--- config.mk ---
export PLATFORM = sky130hd
export DESIGN_NAME = wdogVecClear
export DESIGN_NICKNAME = d
export VERILOG_FILES = /design/src/rtl/wdogPkg.sv /design/src/rtl/wdogCtrl.sv /design/src/rtl/wdogCount.sv /design/src/rtl/wdogVecClear.sv
export SDC_FILE = /design/constraint.sdc
export NUM_CORES = 1
export LEC_CHECK = 0
export BUFFER_PORTS_ARGS = -buffer_cell sky130_fd_sc_hd__buf_2
export CORE_MARGIN = 8
export CORE_UTILIZATION = 34
export CTS_CLUSTER_DIAMETER = 150
export CTS_CLUSTER_SIZE = 20
export DETAILED_ROUTE_END_ITERATION = 6
export PLACE_DENSITY_LB_ADDON = 0.3
export REMOVE_ABC_BUFFERS = 1
export SKIP_CTS_REPAIR_TIMING = 1
export SLEW_MARGIN = 0
export SYNTH_ARGS = -nofsm -noshare
export SYNTH_HDL_FRONTEND = slang
export SYNTH_SLANG_ARGS = --single-unit
--- constraint.sdc ---
create_clock -name clk -period 2.25 [get_ports clk]
set_input_delay 0.1125 -clock clk [delete_from_list [all_inputs] [get_ports clk]]
set_output_delay 0.1125 -clock clk [all_outputs]
set_load 0.01 [all_outputs]
--- src/rtl/wdogPkg.sv ---
package wdogPkg;
  typedef struct packed {
    logic clear;
    logic hold;
  } wdogStrobe_t;
endpackage

--- src/rtl/wdogCtrl.sv ---
module wdogCtrl
  import wdogPkg::*;
#(
  parameter int ADDR_W = 16,
  parameter int DATA_W = 8,
  parameter logic [ADDR_W-1:0] SERVICE_ADDR = '1
) (
  input  logic              clk,
  input  logic              rstN,
  input  logic [ADDR_W-1:0] busAddr,
  input  logic              busWr,
  input  logic              busRd,
  input  logic [DATA_W-1:0] vecLowByte,
  input  logic              monHvIrq,
  input  logic              monHvRst,
  input  logic              waitMode,
  output logic [DATA_W-1:0] busRdata,
  output wdogStrobe_t       strobes
);
  logic addrHit;
  logic waitSeen;

  assign addrHit = (busAddr == SERVICE_ADDR);

  // Wait mode is deliberately not part of any strobe: counting continues.
  assign waitSeen = waitMode;

  always_comb begin
    strobes       = '0;
    strobes.hold  = monHvIrq | monHvRst;
    strobes.clear = busWr & addrHit;
  end

  // The vector byte is returned on a hit; no watchdog state is visible.
  assign busRdata = (busRd && addrHit) ? vecLowByte : '0;

  AST_READ_NO_CLEAR: assert property (@(posedge clk) disable iff (!rstN)
    (busRd && !busWr) |-> !strobes.clear);
  AST_WAIT_NO_HOLD: assert property (@(posedge clk) disable iff (!rstN)
    (waitSeen && !monHvIrq && !monHvRst) |-> !strobes.hold);
endmodule

--- src/rtl/wdogCount.sv ---
module wdogCount
  import wdogPkg::*;
#(
  parameter int TIMEOUT_CYCLES = 262128
) (
  input  logic        clk,
  input  logic        rstN,
  input  wdogStrobe_t strobes,
  output logic        rstReq
);
  localparam int CNT_W = (TIMEOUT_CYCLES > 2) ? $clog2(TIMEOUT_CYCLES) : 1;
  localparam logic [CNT_W-1:0] LAST = CNT_W'(TIMEOUT_CYCLES - 1);

  logic [CNT_W-1:0] cnt;

  always_ff @(posedge clk or negedge rstN) begin
    if (!rstN) begin
      cnt    <= '0;
      rstReq <= 1'b0;
    end else if (strobes.hold || strobes.clear) begin
      cnt    <= '0;
      rstReq <= 1'b0;
    end else if (cnt == LAST) begin
      cnt    <= '0;
      rstReq <= 1'b1;
    end else begin
      cnt    <= cnt + 1'b1;
      rstReq <= 1'b0;
    end
  end

  AST_PULSE_SINGLE: assert property (@(posedge clk) disable iff (!rstN)
    rstReq |=> !rstReq);
  AST_RESTART_ZERO: assert property (@(posedge clk) disable iff (!rstN)
    rstReq |-> (cnt == '0));
  AST_CLEAR_WINS: assert property (@(posedge clk) disable iff (!rstN)
    strobes.clear |=> (!rstReq && cnt == '0));
  AST_HOLD_ZERO: assert property (@(posedge clk) disable iff (!rstN)
    strobes.hold |=> (!rstReq && cnt == '0));
endmodule

--- src/rtl/wdogVecClear.sv ---
module wdogVecClear
  import wdogPkg::*;
#(
  parameter int ADDR_W = 16,
  parameter int DATA_W = 8,
  parameter logic [ADDR_W-1:0] SERVICE_ADDR = '1,
  parameter int TIMEOUT_CYCLES = 262128
) (
  input  logic              clk,
  input  logic              rstN,
  input  logic [ADDR_W-1:0] busAddr,
  input  logic              busWr,
  input  logic              busRd,
  input  logic [DATA_W-1:0] busWdata,
  output logic [DATA_W-1:0] busRdata,
  input  logic [DATA_W-1:0] vecLowByte,
  input  logic              monHvIrq,
  input  logic              monHvRst,
  input  logic              waitMode,
  output logic              rstReq
);
  wdogStrobe_t strobes;
  logic        unusedData;

  assign unusedData = ^busWdata;

  wdogCtrl #(.ADDR_W(ADDR_W), .DATA_W(DATA_W), .SERVICE_ADDR(SERVICE_ADDR)) uCtrl (
    .clk(clk), .rstN(rstN), .busAddr(busAddr), .busWr(busWr), .busRd(busRd),
    .vecLowByte(vecLowByte), .monHvIrq(monHvIrq), .monHvRst(monHvRst),
    .waitMode(waitMode), .busRdata(busRdata), .strobes(strobes)
  );

  wdogCount #(.TIMEOUT_CYCLES(TIMEOUT_CYCLES)) uCount (
    .clk(clk), .rstN(rstN), .strobes(strobes), .rstReq(rstReq)
  );

  AST_RESET_QUIET: assert property (@(posedge clk)
    !rstN |-> !rstReq);
endmodule

### After elaboration in Yosys (flattened, before gate mapping)

Cells that the tools add are included.

| operators by class | value |
|---|---|
| add/subtract/negate cells | 1 |
| multiply operators | 0 |
| divide/modulo/power cells | 0 |
| $lt $le $gt $ge | 0 |
| eq/ne operators | 2 |
| shifts and indexed selects | 0 |
| muxes and demuxes | 5 |
| bitwise logic cells | 2 |
| reductions and logical operators | 2 |

Operators by type and width:

| operator | count |
|---|---|
| $mux W18 | 2 |
| $add A18 B1 Y18 const B | 1 |
| $eq A18 B18 Y1 const B | 1 |
| $eq A16 B16 Y1 const B | 1 |
| $mux W8 | 1 |
| $mux W1 | 2 |
| $and A1 B1 Y1 | 1 |
| $logic_and A1 B1 Y1 | 1 |
| $logic_or A1 B1 Y1 | 1 |
| $or A1 B1 Y1 | 1 |

| word-level totals | value |
|---|---|
| register bits after elaboration | 19 |
| latch bits | 0 |
| memory bits (writable) | 0 |
| bits in read-only memories | 0 |
| bits of input ports | 39 |
| output and inout port bits | 9 |
| logic and storage cells | 14 |
| memories | 0 |

### Logic depth before layout (Yosys ltp)

Gate-level depths: netlist of the first run.

| depth | value |
|---|---|
| depth after elaboration | 4 |
| depth in mapped cells | 6 |
| mapped depth without buffers | 5 |

### Cells and area by module

From an unflattened synthesis of the first run, not the netlist that was laid out.

| unflattened totals | value |
|---|---|
| cells, all modules | 110 |
| area total of the unflattened synthesis | 1062.3 um^2 |

Modules (own cells, without submodules):

| module | instances | cells each | area each (um^2) | sequential area each (um^2) |
|---|---|---|---|---|
| wdogCount | 1 | 95 | 945.9 | 475.5 |
| wdogCtrl | 1 | 15 | 116.4 | 0.0 |

### Worst setup path before layout of the first run

No wires, ideal clock.

| timing | value |
|---|---|
| path kind | register -> register |
| from | register uCount.cnt[6] |
| to | register uCount.cnt[10] |
| library setup time | 125 ps |
| arrival | 1636 ps |
| data required time | 2125 ps |
| slack | 489 ps |
| cell stages (with the launch flop) | 7 |
| buffers on the path | 2 |
| period minus slack after synthesis | 1761 ps |
| cells stage by stage | dfrtp_1 -> nand4_4 -> or2_0 -> buf_6 -> nor4_4 -> buf_6 -> nor3_1 |

| between the ends | value |
|---|---|
| longest elaborated chain between the ends | 3 |
| elaborated cells between the ends (all ways) | 4 |
| those cells by class | add/sub: 1; eq/ne: 1; mux: 2 |

Ends and longest elaborated chain:

| what | RTL line | source |
|---|---|---|
| start: declaration | wdogCount.sv:14 | `logic [CNT_W-1:0] cnt;` |
| start signal: assignment | wdogCount.sv:27 | `cnt <= cnt + 1'b1;` |
| $add A18 B1 Y18 or $eq A18 B18 Y1 (tied branches) | wdogCount.sv:27, wdogCount.sv:23 |  |
| $mux W18 * | wdogCount.sv:23 | `end else if (cnt == LAST) begin` |
| $mux W18 * | wdogCount.sv:20 | `end else if (strobes.hold \|\| strobes.clear) begin` |

Every way passes the cells marked *; elsewhere a longest branch is shown, timed or not.

### Final worst setup path of the first run

| timing | value |
|---|---|
| from | register uCount.cnt[6] |
| to | register uCount.cnt[15] |

Same word-level chain as after synthesis.

==> impl_metrics.ini, run 1 <==
[logic_synthesis]
synth-edff-count = 0
yosys_register_bits = 19
synth_top_cell_area_share_pct = 44.19
netlist_area_mm2 = 0.001076
synthTopCellsByArea = dfrtp_1, xnor2_1, nor3_1
synth_cells = 108
ys.flop_type = dfrtp_1
ys_top_cells_by_count = dfrtp_1, nor3_1, xnor2_1, and3_1, nand4_1
yosysMostFrequentCell = dfrtp_1
yosys_warnings = 0
syn_area_per_cell_um2 = 9.963
synth_cell_types = 27
async_reset_ff_share_pct = 100.0
yosys.area.top_type = dfrtp_1
yosysSeqAreaShare_pct = 44.19

[die]
io_pins = 48
die_w_um = 72.26
fp-row-count = 20
dieHeight_um = 72.26
die_area_mm2 = 0.005221
core_mm2 = 0.003028
initial_core_util_pct = 35.54

[clock_network]
numClockSinks = 19
cts_root_buf = clkbuf_4
cts_tree = done
clk_latency_ps = 300
cts_made_buffers = 3
path_clk_slew_ps = 110
cts_buffer_depth = 2
htreeDepth = 1

[setup_path]
crit_start = uCount.cnt[6]$_DFF_PN0_
critPathCaptureType = register
r2r-start = uCount.cnt[6]$_DFF_PN0_
worstPathArrival_ps = 2120
cp-start-kind = register
critPathMaxFanout = 7
path_class = reg -> reg
worstPathRequired_ps = 2470

[placement]
post-dp-hpwl_um = 2115
gp_congestion = 0.7043
numPortBuffers = 38

[power]
ir_worst_vdd_uv = 358.1
intPower_mw = 0.4336
combPwrFrac_pct = 7.6
p_leak_nw = 0.6031
sw_frac_of_total_pct = 22.39
power.total_mw = 0.5586
p_sw_mw = 0.1251
clkPwrFrac_pct = 30.7
power_density_mw_per_mm2 = 416.5
p_seq_share_pct = 61.7

[route]
drc = 0
dr.pass1.iters = 4
routed_wl_um = 2673
vias = 962
wl_per_cell_um = 13.85
drt_iter0_drc = 44
final_antenna_net_count = 0
viasPerCell = 4.984

[global_route]
grt_max_degree = 20
grt_util_all_layers_pct = 10.74
grt_first_pass_wirelength_um = 4574
grt.overflow.total = 0
antenna_found_initial = 0
grt_pass1_vias = 971

[sta]
finClkSkew_ps = 10.32
slew_violations = 0
slew_headroom_pct = 56.17
rsz0062_at_grt = false
fin_crit_ps = 1899
setup_violations = 0
finalHoldViolations = 0
fmax_mhz = 526.7
finalCritPeriodShare_pct = 84.38
setup_tns_ps = 0
tightest_slew_ps = 657.5

[run_status]
status = completed

[cells_and_area]
antenna_cells = 0
multi_input_area_um2 = 543.0
area_growth_syn_to_layout_pct = 24.65
seq_area_um2 = 475.5
nets = 190
drive_gt1_share_pct = 33.56
nFillCells = 285

[hold_path]
min_path_type = in -> async

[flow_run]
drv_cap = 0
[cell usage in the layout, fill, tap and decap left out]
master and count:
nand4_4 1, nand4_1 7, buf_2 38, nor2_1 3, and3_1 8, nand3_1 5, or2_0 1, buf_4 3
clkbuf_4 3, nor2b_1 1, inv_1 5, xor2_1 1, o31ai_1 3, a211oi_1 1, dfrtp_1 19, clkbuf_1 1
nor4_1 4, nor3b_1 1, nor3_1 17, or4_1 3, a211o_1 1, or2_2 2, a211oi_2 2, nor4_4 1
nand2_1 4, ha_1 1, xnor2_1 12, dlygate4sd3_1 1
[power by group through the flow]
| stage | Sequential (mW) | Clock (mW) | Combinational (mW) |
|---|---|---|---|
| after floorplan | 0.351 | 0 | 0.00798 |
| after global placement | 0.351 | 0 | 0.0405 |
| after detailed placement | 0.351 | 0 | 0.0422 |
| after CTS | 0.345 | 0.179 | 0.0422 |
| after global routing | 0.345 | 0.198 | 0.0487 |
| final | 0.345 | 0.172 | 0.0425 |
[sequential cells by signal, summed over array words and instances (netlist names)]
| register | flops |
|---|---|
| uCount.cnt | 18 |
| uCount.rstReq | 1 |
[layout make-up]
type	count	share of cell area, %
clock buffer	4	1.959
inverter	5	1.399
multi-input combinational	79	40.48
sequential	19	35.45
tap	44	4.104
timing repair buffer	42	16.60
[cells by family after synthesis]
group | Yosys count | share of synthesized area (%)
flops | 19 | 44.19
fa+ha+maj | 1 | 1.163
buf+inv | 10 | 5.348
xor+xnor | 13 | 10.58
simple gates | 58 | 32.79
compound gates | 7 | 5.930
[critical path: stages (launching register included)]
cell and delay, ps:
dfrtp_1 460, nand4_4 180, or2_0 400, or4_1 580
a211oi_2 220
[path summary, 6_finish.rpt]
| check | end | slack, ps | cells after the start |
|---|---|---|---|
| min reg2reg | uCount.cnt[0]$_DFF_PN0_ | 510 | 1 |
| max reg2reg | uCount.cnt[15]$_DFF_PN0_ | 350 | 4 |
| min | uCount.cnt[15]$_DFF_PN0_ | 260 | 2 |
| max in group asynchronous | uCount.cnt[4]$_DFF_PN0_ | 1680 | 2 |
| min in group clk | uCount.cnt[0]$_DFF_PN0_ | 510 | 1 |
| max | uCount.cnt[15]$_DFF_PN0_ | 350 | 4 |
[per-stage QoR]
step	cell area [um2]	util (%)	hold slack, ps	worst slack [ps]	cells
finish	1341	44.30	263.6	351.5	193
global route	1341	44.30	306.2	216.6	193
CTS	1331	43.97	-258.7	351.4	192
detailed placement	1305	43.10	79.15	367.1	188
global placement	1305	43.10	71.39	422.2	188
floorplan	1037	-	-183.1	389.2	103
[metal layers]
layer  wire [um]  part of all wire (%)  GRT usage, %
met1        1114                    42         11.65
met2        1287                    48         18.66
met3         243                   9.1         3.994
met4          27                   1.0         3.628
met5           0                     0             0
(Power assumes the default switching activity.)
==> run 2, diff against run 1 <==
Settings changed: ABC_AREA set to 1.
Clock period 2.25 ns to 1.85 ns, I/O delays scaled along.
==> run 2 against run 1 <==
Effect of this change:
- via count rose by 8.0%
- wire length fell by 2.3%
- critical path depth rose by 2
- power rose by 24%
- synthesized cell count rose by 48%
==> impl_metrics.ini, run 2 <==
[setup_path]
worstPathArrival_ps = 1660
r2r_slack_ps = 370
critPathCaptureType = register
path_class = reg -> reg
cp-start-kind = register
worstPathRequired_ps = 2030
critPathBufInv = 0
cpPeakStageDelay_ps = 460
cp.depth = 6
critPathSlowestCell = dfrtp_1
critPathMaxFanout = 17
rr_worst_depth = 6
cp_top_family = simple AND/OR/NAND/NOR gates
worstPathCellList = ha_1 -> nand3_2 -> nor2_2 -> nand2_2 -> nand3_4 -> nor2_1

[cells_and_area]
max_flop_register = uCount.cnt
nets = 243
largest_reg_flops = 18
drive_gt1_share_pct = 31.68
stdcell_area_mm2 = 0.001445
final_cell_count_no_fill = 248
final_common_cell = nand2_1
top_regs = uCount.cnt x18, uCount.rstReq x1
layout_common_cells = nand2_1, buf_2, nor2_1, dfrtp_1, inv_1
seq_area_um2 = 475.5
nFillCells = 357
antenna_cells = 0
multi_input_area_um2 = 614.3
area_growth_syn_to_layout_pct = 22.35

[power]
ir_worst_vdd_uv = 194.9
p_leak_nw = 0.7037
power_density_mw_per_mm2 = 477.9

[logic_synthesis]
netlist_area_mm2 = 0.001181
yosys.area.top_type = dfrtp_1
syn_area_per_cell_um2 = 7.382
ys.flop_type = dfrtp_1
synth_top_cell_area_share_pct = 40.25
yosysMostFrequentCell = nand2_1
synth_cell_types = 16
async_reset_ff_share_pct = 100.0
yosysSeqAreaShare_pct = 40.25
yosys_warnings = 0
synthTopCellsByArea = dfrtp_1, nand2_1, nor2_1
synth_cells = 160
ys_top_cells_by_count = nand2_1, nor2_1, dfrtp_1, inv_1, nor2_2
yosys_register_bits = 19
synth-edff-count = 0

[sta]
setup_violations = 0
setup_tns_ps = 0
finClkSkew_ps = 3.758
slew_headroom_pct = 72.81
fmax_mhz = 677.3
final.setup.worst_slack_ps = 373.5
fin_crit_ps = 1477
tightest_slew_ps = 407.9
finalCritPeriodShare_pct = 79.81
finalHoldViolations = 0
rsz0062_at_grt = false
slew_violations = 0

[route]
routed_wl_um = 2612
dr.pass1.iters = 4
wl_per_cell_um = 10.53
vias = 1039
drc = 0
viasPerCell = 4.190
final_antenna_net_count = 0
drt_iter0_drc = 26

[placement]
pre_cts_slack_ps = 368.5
gp_congestion = 0.8479
numPortBuffers = 38
dp.cells = 243
post-dp-hpwl_um = 2102
placed_cell_area_mm2 = 0.001409

[flow_run]
drv_cap = 0

[die]
core_mm2 = 0.003337
dieHeight_um = 74.94
die_area_mm2 = 0.005616
die_w_um = 74.94
fp-row-count = 21
initial_core_util_pct = 35.40
io_pins = 48

[global_route]
grt_max_degree = 20
grt_util_all_layers_pct = 10.31
antenna_found_initial = 0
grt_pass1_vias = 987
grt.overflow.total = 0
grt_first_pass_wirelength_um = 4471

[clock_network]
numClockSinks = 19
cts_root_buf = clkbuf_4
cts_made_buffers = 3
cts_buffer_depth = 2
cts_tree = done
htreeDepth = 1
clk_latency_ps = 300
path_clk_slew_ps = 110

[run_status]
status = completed

[hold_path]
hold_depth = 4
min_path_type = in -> reg
[run 2: through the flow]
stage / power, mW / util, % / hold slack (ps)
floorplan: 0.4479 / - / -203.1
global route: 0.7358 / 43.31 / 88.99
detailed placement: 0.4894 / 42.22 / 56.45
global placement: 0.4886 / 42.22 / 51.03
finish: 0.6907 / 43.31 / 87.48
CTS: 0.7032 / 43.01 / -278.1
[run 2: layout make-up]
class	count	area share, %
inverter	19	4.935
sequential	19	32.90
tap	46	3.983
multi-input combinational	121	42.51
timing repair buffer	39	13.85
clock buffer	4	1.818
[run 2: power breakdown]
group / total (mW) / internal [mW] / switching (mW)
clock network: 0.209 / 0.0840 / 0.125
registers: 0.420 / 0.417 / 0.00290
logic: 0.0613 / 0.0299 / 0.0314
[run 2: path summary, 6_finish.rpt]
| kind | start | to |
|---|---|---|
| setup reg to reg | uCount.cnt[0]$_DFF_PN0_ | uCount.cnt[10]$_DFF_PN0_ |
| hold / removal | monHvIrq | uCount.rstReq$_DFF_PN0_ |
| min in group asynchronous | rstN | uCount.cnt[5]$_DFF_PN0_ |
| hold reg to reg | uCount.cnt[0]$_DFF_PN0_ | uCount.cnt[0]$_DFF_PN0_ |
| max in group asynchronous | rstN | uCount.cnt[11]$_DFF_PN0_ |
| setup / recovery | uCount.cnt[0]$_DFF_PN0_ | uCount.cnt[10]$_DFF_PN0_ |
[run 2: worst min-delay path, delay by kind of cell]
family | cells | cell delay, ps
buffers and inverters | 1 | 80
AND/OR/NAND/NOR | 3 | 190
[run 2: per-layer routing]
layer,up-vias,global-route usage [%],part of all wire [%]
met3,5,3.063,8.2
met5,-,0,0
met2,29,16.99,45
met4,0,3.913,1.5
li1,567,-,-
met1,438,12.24,45
[run 2: cell families after synthesis]
kind of cell,Yosys count,synth area share (%)
simple gates,107,41.42
compound gates,1,0.6358
xor+xnor,12,8.898
flops,19,40.25
buf+inv,20,7.733
fa+ha+maj,1,1.059
==> run 3, diff against run 2 <==
Clock period 1.85 ns to 1.3 ns, I/O delays scaled along.
==> run 3 against run 2 <==
Effect of this change:
- non-clock buffer count up 21
- fmax is 18% higher
- final cell count increased by 9.3%
- sequential power up 42%
- wire length is 19% higher
- worst hold slack improved by 88 ps
- sequential share of layout area is 5.9 points lower
- via count grew 11%
- largest cell class unchanged
- critical endpoint is now uCount.cnt[16]$_DFF_PN0_
- critical path depth is the same
- register-to-register slack got worse by 330 ps
- clock power rose by 42%
- critical path type unchanged
==> impl_metrics.ini, run 3 (synthesized netlist as in run 2, its figures left out) <==
[setup_path]
worstPathRequired_ps = 1490
critPathCaptureType = register
r2r_slack_ps = 50
critPathMaxFanout = 8
r2r-end = uCount.cnt[16]$_DFF_PN0_
worstPathArrival_ps = 1450
cp-start-kind = register
path_class = reg -> reg
rr_worst_depth = 6
r2r-start = uCount.cnt[14]$_DFF_PN0_
worstPathCellList = buf_4 -> nand4_1 -> nor2_4 -> nand2_4 -> nand3_4 -> nor2_2
cpPeakStageDelay_ps = 390
critPathSlowestCell = dfrtp_1

[die]
dieHeight_um = 74.94
io_pins = 48
die_area_mm2 = 0.005616
die_w_um = 74.94
core_mm2 = 0.003337
fp-row-count = 21
initial_core_util_pct = 35.40

[hold_path]
hold_depth = 4
hold_end = uCount.rstReq$_DFF_PN0_
hold_start = monHvIrq
min_path_type = in -> reg

[clock_network]
cts_root_buf = clkbuf_4
numClockSinks = 19
htreeDepth = 1
path_clk_slew_ps = 110
cts_tree = done
cts_made_buffers = 3
cts_buffer_depth = 2
clk_latency_ps = 300

[power]
ir_worst_vdd_uv = 371.3
power_density_mw_per_mm2 = 563.4
power.total_mw = 1.002
p_leak_nw = 0.8862

[sta]
fin_crit_ps = 1254
slew_headroom_pct = 57.66
finalCritPeriodShare_pct = 96.46
rsz0062_at_grt = true
tightest_slew_ps = 632.7
fmax_mhz = 797.4
finalHoldViolations = 0
setup_tns_ps = 0
final.setup.worst_slack_ps = 45.98
setup_violations = 0
slew_violations = 0
finClkSkew_ps = 4.584

[cells_and_area]
antenna_cells = 0
largest_reg_flops = 18
final_cell_count_no_fill = 271
top_regs = uCount.cnt x18, uCount.rstReq x1
max_flop_register = uCount.cnt
nFillCells = 325
drive_gt1_share_pct = 47.11
nets = 266
final_common_cell = buf_2
layout_common_cells = buf_2, nand2_1, nor2_1, buf_4, inv_1
area_growth_syn_to_layout_pct = 50.53

[global_route]
grt_max_degree = 20
grt_pass1_vias = 1053
grt_util_all_layers_pct = 10.63
grt.overflow.total = 0
antenna_found_initial = 0
grt_first_pass_wirelength_um = 4581

[route]
drt_iter0_drc = 32
viasPerCell = 4.251
routed_wl_um = 3120
wl_per_cell_um = 11.51
final_antenna_net_count = 0
drc = 0
vias = 1152
dr.pass1.iters = 2

[run_status]
status = completed

[placement]
pre_cts_slack_ps = -53.11
post-dp-hpwl_um = 2177
numPortBuffers = 38
gp_congestion = 0.7796
dp.cells = 254

[flow_run]
drv_cap = 0
==> run 3: worst max path at each step <==
stage / slack, ps / cells past startpoint / startpoint / end
after detailed placement: -50 / 6 / uCount.cnt[0]$_DFF_PN0_ / uCount.cnt[10]$_DFF_PN0_
after global placement: -9 / 6 / uCount.cnt[0]$_DFF_PN0_ / uCount.cnt[12]$_DFF_PN0_
after global routing: -20 / 7 / uCount.cnt[1]$_DFF_PN0_ / uCount.cnt[12]$_DFF_PN0_
after CTS: -80 / 6 / uCount.cnt[0]$_DFF_PN0_ / uCount.cnt[10]$_DFF_PN0_
final: 50 / 6 / uCount.cnt[14]$_DFF_PN0_ / uCount.cnt[16]$_DFF_PN0_
after floorplan: -30 / 6 / uCount.cnt[0]$_DFF_PN0_ / uCount.cnt[10]$_DFF_PN0_
==> run 3: per-stage QoR <==
stage | util [%] | instance area (um2) | hold slack [ps]
6_report | 53.28 | 1778 | 175.0
5_1_grt | 53.28 | 1778 | 185.9
4_1_cts | 45.48 | 1518 | -308.8
3_5_place_dp | 44.69 | 1491 | 24.62
3_3_place_gp | 44.69 | 1491 | 25.49
2_1_floorplan | - | 1161 | -230.6
==> run 3: layer usage <==
layer / routed length, um / global-route usage (%) / vias up
met4: 50 / 5.435 / 0
li1: - / - / 620
met2: 1512 / 17.95 / 23
met5: 0 / 0 / -
met1: 1331 / 11.97 / 505
met3: 225 / 2.796 / 4
==> run 3: layout make-up <==
type / instances / area, um2 / area share, %
Sequential cell: 19 / 480.5 / 27.02
Inverter: 19 / 73.82 / 4.152
Clock buffer: 4 / 26.28 / 1.478
Tap cell: 46 / 57.56 / 3.237
Timing Repair Buffer: 60 / 372.9 / 20.97
Multi-Input combinational cell: 123 / 767.0 / 43.14
==> run 3: critical path: cells and delay by family (launching register included) <==
family                 cells  cell delay (ps)
and+or+nand+nor            5              640
buffers and inverters      1              120
DFF                        1              390
==> run 3: report_power, final <==
part / switching [mW] / internal, mW / total (mW)
Clock: 0.177 / 0.119 / 0.297
Combinational: 0.0549 / 0.0528 / 0.108
Sequential: 0.00369 / 0.593 / 0.597
Total: 0.236 / 0.766 / 1.00
